### src/rtl/tmr_pkg.sv
package tmr_pkg;
  localparam int CTL_W  = 11;
  localparam int B_DOWN = 1;
  localparam int B_AUTO = 4;
  localparam int B_IEN  = 6;
  localparam int B_RUN  = 7;
  localparam int B_FLAG = 8;

  typedef enum logic [1:0] {
    SEL_CTL  = 2'd0,
    SEL_LOAD = 2'd1,
    SEL_CNT  = 2'd2,
    SEL_NONE = 2'd3
  } reg_sel_e;
endpackage

### src/rtl/tmr_access_dec.sv
module tmr_access_dec
  import tmr_pkg::*;
#(
  parameter int NUM_TIMERS = 2,
  parameter int SLOT_W     = 1,
  parameter int AW         = 5
) (
  input  logic                  req_i,
  input  logic                  we_i,
  input  logic [AW-1:0]         addr_i,
  input  logic [3:0]            be_i,
  output logic [NUM_TIMERS-1:0] wr_ctl_o,
  output logic [NUM_TIMERS-1:0] wr_load_o,
  output logic                  rd_en_o,
  output logic                  rd_ok_o,
  output logic [SLOT_W-1:0]     rd_slot_o,
  output reg_sel_e              rd_sel_o
);
  logic              full_word;
  logic              present;
  logic [SLOT_W-1:0] slot;
  reg_sel_e          sel;

  assign full_word = (be_i == 4'hF) && (addr_i[1:0] == 2'b00);
  assign slot      = addr_i[AW-1:4];
  assign sel       = reg_sel_e'(addr_i[3:2]);
  assign present   = 32'(slot) < NUM_TIMERS;

  for (genvar i = 0; i < NUM_TIMERS; i++) begin : g_strobe
    logic hit;
    assign hit          = req_i && we_i && full_word && (slot == SLOT_W'(i));
    assign wr_ctl_o[i]  = hit && (sel == SEL_CTL);
    assign wr_load_o[i] = hit && (sel == SEL_LOAD);
  end

  assign rd_en_o   = req_i && !we_i;
  assign rd_ok_o   = full_word && present && (sel != SEL_NONE);
  assign rd_slot_o = slot;
  assign rd_sel_o  = sel;
endmodule

### src/rtl/tmr_unit.sv
module tmr_unit
  import tmr_pkg::*;
#(
  parameter int W = 32
) (
  input  logic             clk_i,
  input  logic             rst_ni,
  input  logic             wr_ctl_i,
  input  logic             wr_load_i,
  input  logic [W-1:0]     wdata_i,
  output logic [CTL_W-1:0] ctl_o,
  output logic [W-1:0]     load_o,
  output logic [W-1:0]     cnt_o,
  output logic             irq_o
);
  localparam logic [CTL_W-1:0] FLAG_MASK = CTL_W'(1) << B_FLAG;

  logic [CTL_W-1:0] cfg_q;
  logic             flag_q;
  logic [W-1:0]     load_q, cnt_q;
  logic [W-1:0]     term, step, nxt;
  logic             down, run, autor, at_term, adv, expire, restart, clr;

  assign down    = cfg_q[B_DOWN];
  assign run     = cfg_q[B_RUN];
  assign autor   = cfg_q[B_AUTO];
  assign term    = down ? '0 : '1;
  assign at_term = (cnt_q == term);
  assign step    = down ? cnt_q - 1'b1 : cnt_q + 1'b1;
  // parked at terminal without reload: no motion
  assign adv     = run && !(at_term && !autor);
  assign nxt     = at_term ? load_q : step;
  // expiry is independent of a concurrent register write
  assign expire  = adv && (nxt == term);
  assign restart = wr_ctl_i && wdata_i[B_RUN];
  assign clr     = wr_ctl_i && wdata_i[B_FLAG];

  always_ff @(posedge clk_i or negedge rst_ni) begin
    if (!rst_ni) begin
      cfg_q  <= '0;
      flag_q <= 1'b0;
      load_q <= '0;
      cnt_q  <= '0;
    end else begin
      if (wr_ctl_i)  cfg_q  <= wdata_i[CTL_W-1:0] & ~FLAG_MASK;
      if (wr_load_i) load_q <= wdata_i;
      if (restart)   cnt_q  <= load_q;
      else if (adv)  cnt_q  <= nxt;
      flag_q <= (flag_q && !clr) || expire;
    end
  end

  assign ctl_o  = cfg_q | (flag_q ? FLAG_MASK : '0);
  assign load_o = load_q;
  assign cnt_o  = cnt_q;
  assign irq_o  = flag_q && cfg_q[B_IEN];

  AST_FLAG_NEEDS_RUN: assert property (@(posedge clk_i) disable iff (!rst_ni)
    $rose(flag_q) |-> $past(run));
  AST_RESTART_LOADS: assert property (@(posedge clk_i) disable iff (!rst_ni)
    restart |=> cnt_q == $past(load_q));
  AST_RELOAD_AT_TERM: assert property (@(posedge clk_i) disable iff (!rst_ni)
    run && at_term && autor && !wr_ctl_i |=> cnt_q == $past(load_q));
  AST_HOLD_AT_TERM: assert property (@(posedge clk_i) disable iff (!rst_ni)
    run && at_term && !autor && !wr_ctl_i |=> $stable(cnt_q));
  AST_IDLE_STABLE: assert property (@(posedge clk_i) disable iff (!rst_ni)
    !run && !wr_ctl_i |=> $stable(cnt_q));
  AST_CLEAR_LOSES_TO_EXPIRY: assert property (@(posedge clk_i) disable iff (!rst_ni)
    clr && run && !at_term && (step == term) |=> flag_q);
endmodule

### src/rtl/tmr_irq_merge.sv
module tmr_irq_merge #(
  parameter int N = 2
) (
  input  logic [N-1:0] req_i,
  output logic         irq_o
);
  if (N == 1) begin : g_single
    assign irq_o = req_i[0];
  end else begin : g_multi
    assign irq_o = |req_i;
  end
endmodule

### src/rtl/twin_timer.sv
module twin_timer
  import tmr_pkg::*;
#(
  parameter int NUM_TIMERS = 2,
  parameter int MAX_TIMERS = 2,
  parameter int DATA_W     = 32,
  localparam int SLOT_W    = (MAX_TIMERS > 1) ? $clog2(MAX_TIMERS) : 1,
  localparam int AW        = SLOT_W + 4
) (
  input  logic              clk_i,
  input  logic              rst_ni,
  input  logic              req_i,
  input  logic              we_i,
  input  logic [AW-1:0]     addr_i,
  input  logic [3:0]        be_i,
  input  logic [DATA_W-1:0] wdata_i,
  output logic [DATA_W-1:0] rdata_o,
  output logic              rvalid_o,
  output logic              irq_o
);
  logic [NUM_TIMERS-1:0] wr_ctl, wr_load, irq_req;
  logic                  rd_en, rd_ok;
  logic [SLOT_W-1:0]     rd_slot;
  reg_sel_e              rd_sel;
  logic [CTL_W-1:0]      ctl_a  [NUM_TIMERS];
  logic [DATA_W-1:0]     load_a [NUM_TIMERS];
  logic [DATA_W-1:0]     cnt_a  [NUM_TIMERS];
  logic [DATA_W-1:0]     rd_val, rdata_q;
  logic                  rvalid_q;

  tmr_access_dec #(.NUM_TIMERS(NUM_TIMERS), .SLOT_W(SLOT_W), .AW(AW)) u_dec (
    .req_i, .we_i, .addr_i, .be_i,
    .wr_ctl_o(wr_ctl), .wr_load_o(wr_load),
    .rd_en_o(rd_en), .rd_ok_o(rd_ok), .rd_slot_o(rd_slot), .rd_sel_o(rd_sel)
  );

  for (genvar i = 0; i < NUM_TIMERS; i++) begin : g_tmr
    tmr_unit #(.W(DATA_W)) u_unit (
      .clk_i, .rst_ni,
      .wr_ctl_i(wr_ctl[i]), .wr_load_i(wr_load[i]), .wdata_i,
      .ctl_o(ctl_a[i]), .load_o(load_a[i]), .cnt_o(cnt_a[i]), .irq_o(irq_req[i])
    );
  end

  tmr_irq_merge #(.N(NUM_TIMERS)) u_irq (.req_i(irq_req), .irq_o);

  always_comb begin
    rd_val = '0;
    for (int i = 0; i < NUM_TIMERS; i++) begin
      if (rd_ok && rd_slot == SLOT_W'(i)) begin
        case (rd_sel)
          SEL_CTL:  rd_val = DATA_W'(ctl_a[i]);
          SEL_LOAD: rd_val = load_a[i];
          SEL_CNT:  rd_val = cnt_a[i];
          default:  rd_val = '0;
        endcase
      end
    end
  end

  always_ff @(posedge clk_i or negedge rst_ni) begin
    if (!rst_ni) begin
      rdata_q  <= '0;
      rvalid_q <= 1'b0;
    end else begin
      rvalid_q <= rd_en;
      rdata_q  <= rd_en ? rd_val : '0;
    end
  end

  assign rdata_o  = rdata_q;
  assign rvalid_o = rvalid_q;

  AST_RVALID_AFTER_READ: assert property (@(posedge clk_i) disable iff (!rst_ni)
    rvalid_o |-> $past(req_i && !we_i));
  AST_PARTIAL_READ_ZERO: assert property (@(posedge clk_i) disable iff (!rst_ni)
    rvalid_o && $past(be_i != 4'hF) |-> rdata_o == '0);
  AST_ABSENT_READ_ZERO: assert property (@(posedge clk_i) disable iff (!rst_ni)
    rvalid_o && $past(32'(addr_i[AW-1:4]) >= NUM_TIMERS) |-> rdata_o == '0);
endmodule

### config.mk
export PLATFORM = sky130hd
export DESIGN_NAME = twin_timer
export DESIGN_NICKNAME = d
export VERILOG_FILES = /design/src/rtl/tmr_pkg.sv /design/src/rtl/tmr_access_dec.sv /design/src/rtl/tmr_unit.sv /design/src/rtl/tmr_irq_merge.sv /design/src/rtl/twin_timer.sv
export SDC_FILE = /design/constraint.sdc
export NUM_CORES = 1
export LEC_CHECK = 0
export BUFFER_PORTS_ARGS = -buffer_cell sky130_fd_sc_hd__buf_2
export CORE_MARGIN = 4
export CORE_UTILIZATION = 30
export CTS_CLUSTER_SIZE = 30
export DETAILED_ROUTE_END_ITERATION = 6
export GPL_TIMING_DRIVEN = 1
export PLACE_DENSITY = 0.49
export SLEW_MARGIN = 10
export SYNTH_ARGS = -nofsm -noshare
export SYNTH_HDL_FRONTEND = slang
export SYNTH_SLANG_ARGS = --single-unit
### constraint.sdc
create_clock -name clk_i -period 8.16 [get_ports clk_i]
set_clock_uncertainty 0.15 [all_clocks]
set_input_delay 1.224 -clock clk_i [delete_from_list [all_inputs] [get_ports clk_i]]
set_output_delay 1.224 -clock clk_i [all_outputs]
set_load 0.01 [all_outputs]
==> results.py, run 1 <==
metrics = {
    "outcome": {
        "status": "finished clean",
    },
    "clocking": {
        "cts_hold_buf": 0,
        "cts_resized": 0,
        "cts.htree.levels": 4,
        "cts_buffer_depth": 2,
        "cts_tree": "built",
        "cts_sinks": 183,
        "clkLatencyLatePin_ps": 430,
        "clkTransAtPathRegs_ps": 70,
        "post-cts-setup-buffer-count": 0,
        "cts_root_buffer": "clkbuf_16",
        "numCtsBuffers": 17,
    },
    "yosys": {
        "synth_seq_cells": 183,
        "ys_seq_area_frac": 0.360,
        "netlist_area_um2": 12700,
        "synth_warnings": 0,
        "avgSynthCellArea_um2": 8.87,
        "syn-num-nets": 1540,
        "ys_async_sr_fraction": 1.00,
        "synth_top_area_cell": "dfrtp_1",
        "synth-main-ff-cell": "dfrtp_1",
        "synth_edf_count": 0,
        "ys_top_cells_by_area": "dfrtp_1 (36%), mux2_2 (7.5%), ha_1 (5.9%)",
        "syn_inst": 1433,
        "synth_cell_type_count": 73,
        "synth_top_area_frac": 0.360,
    },
    "sta": {
        "rsz0062_at_grt": "false",
        "tns_ps": 0,
        "tightestPinTransition_ps": 1000,
        "hold_violations": 0,
        "min_period_ps": 4970,
        "min_period_over_period": 0.609,
        "setup_ws_ps": 3190,
        "fmax_mhz": 201,
        "setup_viol": 0,
        "drv_slew": 0,
        "slew_headroom": 0.313,
    },
    "hold_path": {
        "hold_path_end": "g_tmr[0].u_unit.cfg_q[10]",
        "hold_path_depth": 1,
        "min_path_type": "reg -> reg",
        "hold_path.startpoint": "g_tmr[0].u_unit.cfg_q[10]",
    },
    "place": {
        "port_buffers": 78,
        "place_ws_ps": 3250,
        "hpwl_um": 32500,
        "gp_congestion": 0.837,
    },
    "setup_path": {
        "rr_worst_depth": 13,
        "arrival_ps": 5170,
        "startpoint_type": "flip-flop",
        "cp_max_fo": 34,
        "reg2reg_from": "g_tmr[1].u_unit.cfg_q[1]",
        "crit_chain": "buf_4 > ha_1 > a211oi_1 > o21ai_1 > a221oi_1 > o211ai_1 > a31o_2 > a211oi_1 > o31ai_1 > nor4_1 > and4_1 > mux2i_1 > o31ai_2",
        "reg2reg_to": "g_tmr[1].u_unit.flag_q",
        "worst_path_most_repeated_cell": "a211oi_1",
        "path_class": "reg -> reg",
        "timing.critical_path.required_ps": 8360,
        "slowest_delay_ps": 660,
        "slowest_stage": "dfrtp_1",
        "end_kind": "flip-flop",
        "r2r_slack_ps": 3190,
    },
    "finish": {
        "final_util": 0.337,
        "layout_commonest_cell": "dfrtp_1",
        "antenna_cells": 0,
        "layout_common_cells": "dfrtp_1 (183), nand2_1 (132), a21oi_1 (127)",
        "drive_above_1_share": 0.161,
        "syn_to_final_growth_pct": 11.4,
        "finalNetCount": 1560,
        "fillers": 4338,
    },
    "route": {
        "routed_via_density": 5.68,
        "drc_errors": 0,
        "num_vias": 11390,
        "avgRoutedWirePerCell_um": 21.5,
        "final_antenna_net_count": 0,
        "drt_iter0_drc": 817,
        "drt-total-wl_um": 43100,
        "firstDrtPassIters": 4,
    },
    "grt": {
        "grt_use_total": 0.188,
        "overflow": 0,
        "grt_pass1_wl_um": 66900,
        "antenna_found_initial": 4,
        "grt_max_degree": 114,
        "grt_pass1_vias": 11221,
    },
    "power": {
        "p_leak_nw": 6.41,
        "vdd_drop_max_uv": 124,
        "powerDensity_nw_per_um2": 271,
    },
    "run": {
        "maxCapViolations": 0,
    },
    "die": {
        "rows": 75,
        "fp.dieArea_um2": 45700,
        "die_w_um": 214,
        "die_h_um": 214,
        "design.portCount": 79,
        "start_util": 0.303,
        "coreArea_um2": 41900,
    },
}
kinds of logic (layout without fill, tap and decap cells):
group | after synthesis | after routing | synth area share
AOI/OAI and AO/OA | 471 | 471 | 0.238
xor gates and xnor gates | 38 | 38 | 0.0262
adders and majority gates | 62 | 62 | 0.0622
buffers and inverters | 109 | 141 | 0.0334
DFF | 183 | 183 | 0.360
muxes | 137 | 137 | 0.116
and+or+nand+nor | 433 | 433 | 0.163
per-layer routing:
layer  part of all wire  track usage
met5            0.00030            0
met4             0.0056       0.0238
met3              0.057       0.0353
met2               0.46        0.299
met1               0.48        0.274
state kept, by name (all words and copies together), names as in the netlist:
register / count
g_tmr.u_unit.flag_q: 2
rvalid_o: 1
g_tmr.u_unit.load_o: 64
g_tmr.u_unit.cfg_q: 20
rdata_o: 32
g_tmr.u_unit.cnt_o: 64
how the worst max path moves through the flow:
stage,start,endpoint,slack [ps],cells past startpoint
2_1_floorplan,g_tmr[1].u_unit.cfg_q[1],g_tmr[1].u_unit.flag_q,3750,14
3_3_place_gp,g_tmr[1].u_unit.cfg_q[1],g_tmr[1].u_unit.flag_q,3320,11
3_5_place_dp,g_tmr[1].u_unit.cfg_q[1],g_tmr[1].u_unit.flag_q,3250,13
4_1_cts,g_tmr[1].u_unit.cfg_q[1],g_tmr[1].u_unit.flag_q,3250,13
5_1_grt,g_tmr[1].u_unit.cfg_q[1],g_tmr[1].u_unit.flag_q,2870,13
6_report,g_tmr[1].u_unit.cfg_q[1],g_tmr[1].u_unit.flag_q,3190,13
report_power, final:
part           internal (mW)  switching [mW]  leakage, nW
sequential              1.05           0.207         2.31
combinational          0.677            1.08         3.82
clock                  0.465           0.357        0.273
cells in the mapped netlist, types with 29 or more instances:
master    count
a211oi_1     37
a21oi_1     127
a221oi_1     38
clkbuf_1     82
dfrtp_1     183
ha_1         60
mux2_2       85
mux2i_1      51
nand2_1     132
nand3_1      29
nor2_1      114
nor3_1       44
o21ai_0     111
layout make-up:
cell class	count	area (µm²)	area share
well taps	539	674	0.0476
flip-flops and latches	183	4580	0.324
inverters	17	63.8	0.00451
clock inverters	8	98.8	0.00698
repair buffers	93	512	0.0362
multi-input cells	1141	7760	0.548
clock buffers	23	468	0.0331
metrics by stage:
stage / cell area [µm²] / instances / hold WS (ps) / power (mW)
after floorplan: 12700 / 1433 / 311 / 2.49
after global placement: 13600 / 1973 / 337 / 3.01
after detailed placement: 13600 / 1973 / 344 / 3.02
after CTS: 14200 / 2004 / 358 / 3.85
after global routing: 14200 / 2004 / 372 / 4.13
final: 14200 / 2004 / 357 / 3.84
critical path, delay by kind of cell (launching register included):
kind            cells  cell delay [ps]
mux                 1              100
simple gates        2              500
buf+inv             1              480
compound gates      8             2550
flops               1              660
fa+ha+maj           1              420
Power figures use the tool's default switching activity.
==> run 2: changes to the inputs <==
Clock period 8.16 ns to 5 ns, I/O delays scaled along.
==> run 2 against run 1 <==
  * Clock power up 77%
  * Via count up 1.3%
  * Critical endpoint unchanged
  * Maximum frequency up 7.2%
  * Combinational power up 68%
  * Power up 69%
  * Critical path type unchanged
==> results.py, run 2 (synthesis gave the netlist of run 1 again) <==
metrics = {
    "outcome": {
        "status": "finished clean",
    },
    "clocking": {
        "clkTransAtPathRegs_ps": 70,
        "cts_root_buffer": "clkbuf_16",
        "cts_buffer_depth": 2,
        "cts_tree": "built",
        "cts_resized": 0,
        "cts.htree.levels": 4,
        "clkLatencyLatePin_ps": 440,
        "post-cts-setup-buffer-count": 0,
        "numCtsBuffers": 17,
        "cts_sinks": 183,
        "cts_hold_buf": 0,
    },
    "route": {
        "routed_via_density": 5.69,
        "final_antenna_net_count": 0,
        "highest_layer": "met4",
        "drt_iter0_drc": 922,
        "drt-total-wl_um": 43400,
        "avgRoutedWirePerCell_um": 21.4,
        "firstDrtPassIters": 5,
        "wl_met2_um": 19400,
        "wl_met1_um": 21500,
        "drc_errors": 0,
        "num_vias": 11539,
        "wl_met3_um": 1940,
    },
    "setup_path": {
        "timing.critical_path.required_ps": 5210,
        "path_class": "reg -> reg",
        "cp_max_fo": 15,
        "r2r_slack_ps": 360,
        "reg2reg_from": "g_tmr[1].u_unit.cfg_q[1]",
        "reg2reg_to": "g_tmr[1].u_unit.flag_q",
        "arrival_ps": 4850,
        "rr_worst_depth": 12,
        "startpoint": "g_tmr[1].u_unit.cfg_q[1]",
        "startpoint_type": "flip-flop",
        "end_kind": "flip-flop",
    },
    "die": {
        "coreArea_um2": 41900,
        "fp.dieArea_um2": 45700,
        "start_util": 0.303,
        "design.portCount": 79,
        "rows": 75,
        "die_h_um": 214,
        "die_w_um": 214,
    },
    "power": {
        "intPower_mw": 3.72,
        "powerDensity_nw_per_um2": 450,
        "p_sw_frac": 0.426,
        "clkPwrFrac": 0.226,
        "p_leak_nw": 6.54,
        "switchingPower_mw": 2.76,
        "combPwrFrac": 0.457,
        "vdd_drop_max_uv": 215,
        "sequentialPowerShare": 0.317,
    },
    "grt": {
        "antenna_found_initial": 1,
        "overflow": 0,
        "grt_use_total": 0.189,
        "grt_pass1_vias": 11445,
        "grt_pass1_wl_um": 67500,
        "grt_max_degree": 114,
    },
    "place": {
        "port_buffers": 78,
        "hpwl_um": 33500,
        "place_inst": 1995,
        "gp_congestion": 0.917,
        "place_ws_ps": 207,
    },
    "finish": {
        "finalNetCount": 1582,
        "drive_above_1_share": 0.177,
        "syn_to_final_growth_pct": 13.4,
        "fillers": 4364,
        "layout_common_cells": "dfrtp_1 (182), nand2_1 (132), a21oi_1 (127)",
        "instances_no_fill": 2027,
        "antenna_cells": 0,
        "layout_commonest_cell": "dfrtp_1",
    },
    "sta": {
        "setup_viol": 0,
        "whs_ps": 289,
        "fmax_mhz": 216,
        "rsz0062_at_grt": "false",
        "hold_violations": 0,
        "setup_ws_ps": 363,
        "tns_ps": 0,
        "min_period_over_period": 0.927,
        "drv_slew": 0,
        "tightestPinTransition_ps": 1020,
        "slew_headroom": 0.320,
        "min_period_ps": 4640,
    },
    "hold_path": {
        "min_path_type": "in -> async",
    },
    "run": {
        "maxCapViolations": 0,
    },
}
## run 2: power by group through the flow
stage          registers [mW]  logic [mW]  clock network, mW
6_report                 2.05        2.96               1.46
5_1_grt                  2.08        3.30               1.57
4_1_cts                  2.06        2.94               1.51
3_5_place_dp             2.08        2.93                  0
3_3_place_gp             2.09        2.92                  0
2_1_floorplan            1.90        2.17                  0
## run 2: how the worst max path moves through the flow
stage,to,slack (ps),cells past startpoint
after floorplan,g_tmr[1].u_unit.flag_q,590,14
after global placement,g_tmr[0].u_unit.flag_q,320,12
after detailed placement,g_tmr[0].u_unit.flag_q,210,12
after CTS,g_tmr[0].u_unit.flag_q,210,12
after global routing,g_tmr[1].u_unit.flag_q,60,14
final,g_tmr[1].u_unit.flag_q,360,12
## run 2: per-stage QoR
stage	power (mW)	util	area [µm²]
after detailed placement	5.01	0.328	13800
after global routing	6.94	0.344	14400
after floorplan	4.07	-	12700
final	6.48	0.344	14400
after global placement	5.01	0.328	13800
after CTS	6.51	0.344	14400
## run 2: final cells by class
type / count / area (µm²) / share of cell area
clock buffer: 19 / 443 / 0.0307
tap: 539 / 674 / 0.0468
sequential: 183 / 4580 / 0.318
clock inverter: 13 / 194 / 0.0135
timing repair buffer: 115 / 702 / 0.0487
multi-input combinational: 1141 / 7760 / 0.538
inverter: 17 / 63.8 / 0.00443
## run 2: layer usage
metal,GRT usage,vias to the layer above
li1,-,5513
met1,0.282,5673
met2,0.294,317
met3,0.0271,36
met4,0.0380,0
met5,0,-
## run 2: critical path, stage by stage, from the launching register on
cell	delay, ps
dfrtp_1	590
ha_1	540
nand4_2	160
or3_1	420
or4_1	570
or4_1	650
buf_4	270
a22oi_1	150
o21ai_0	90
nor3_1	320
and4_1	250
mux2i_1	120
o31ai_2	260
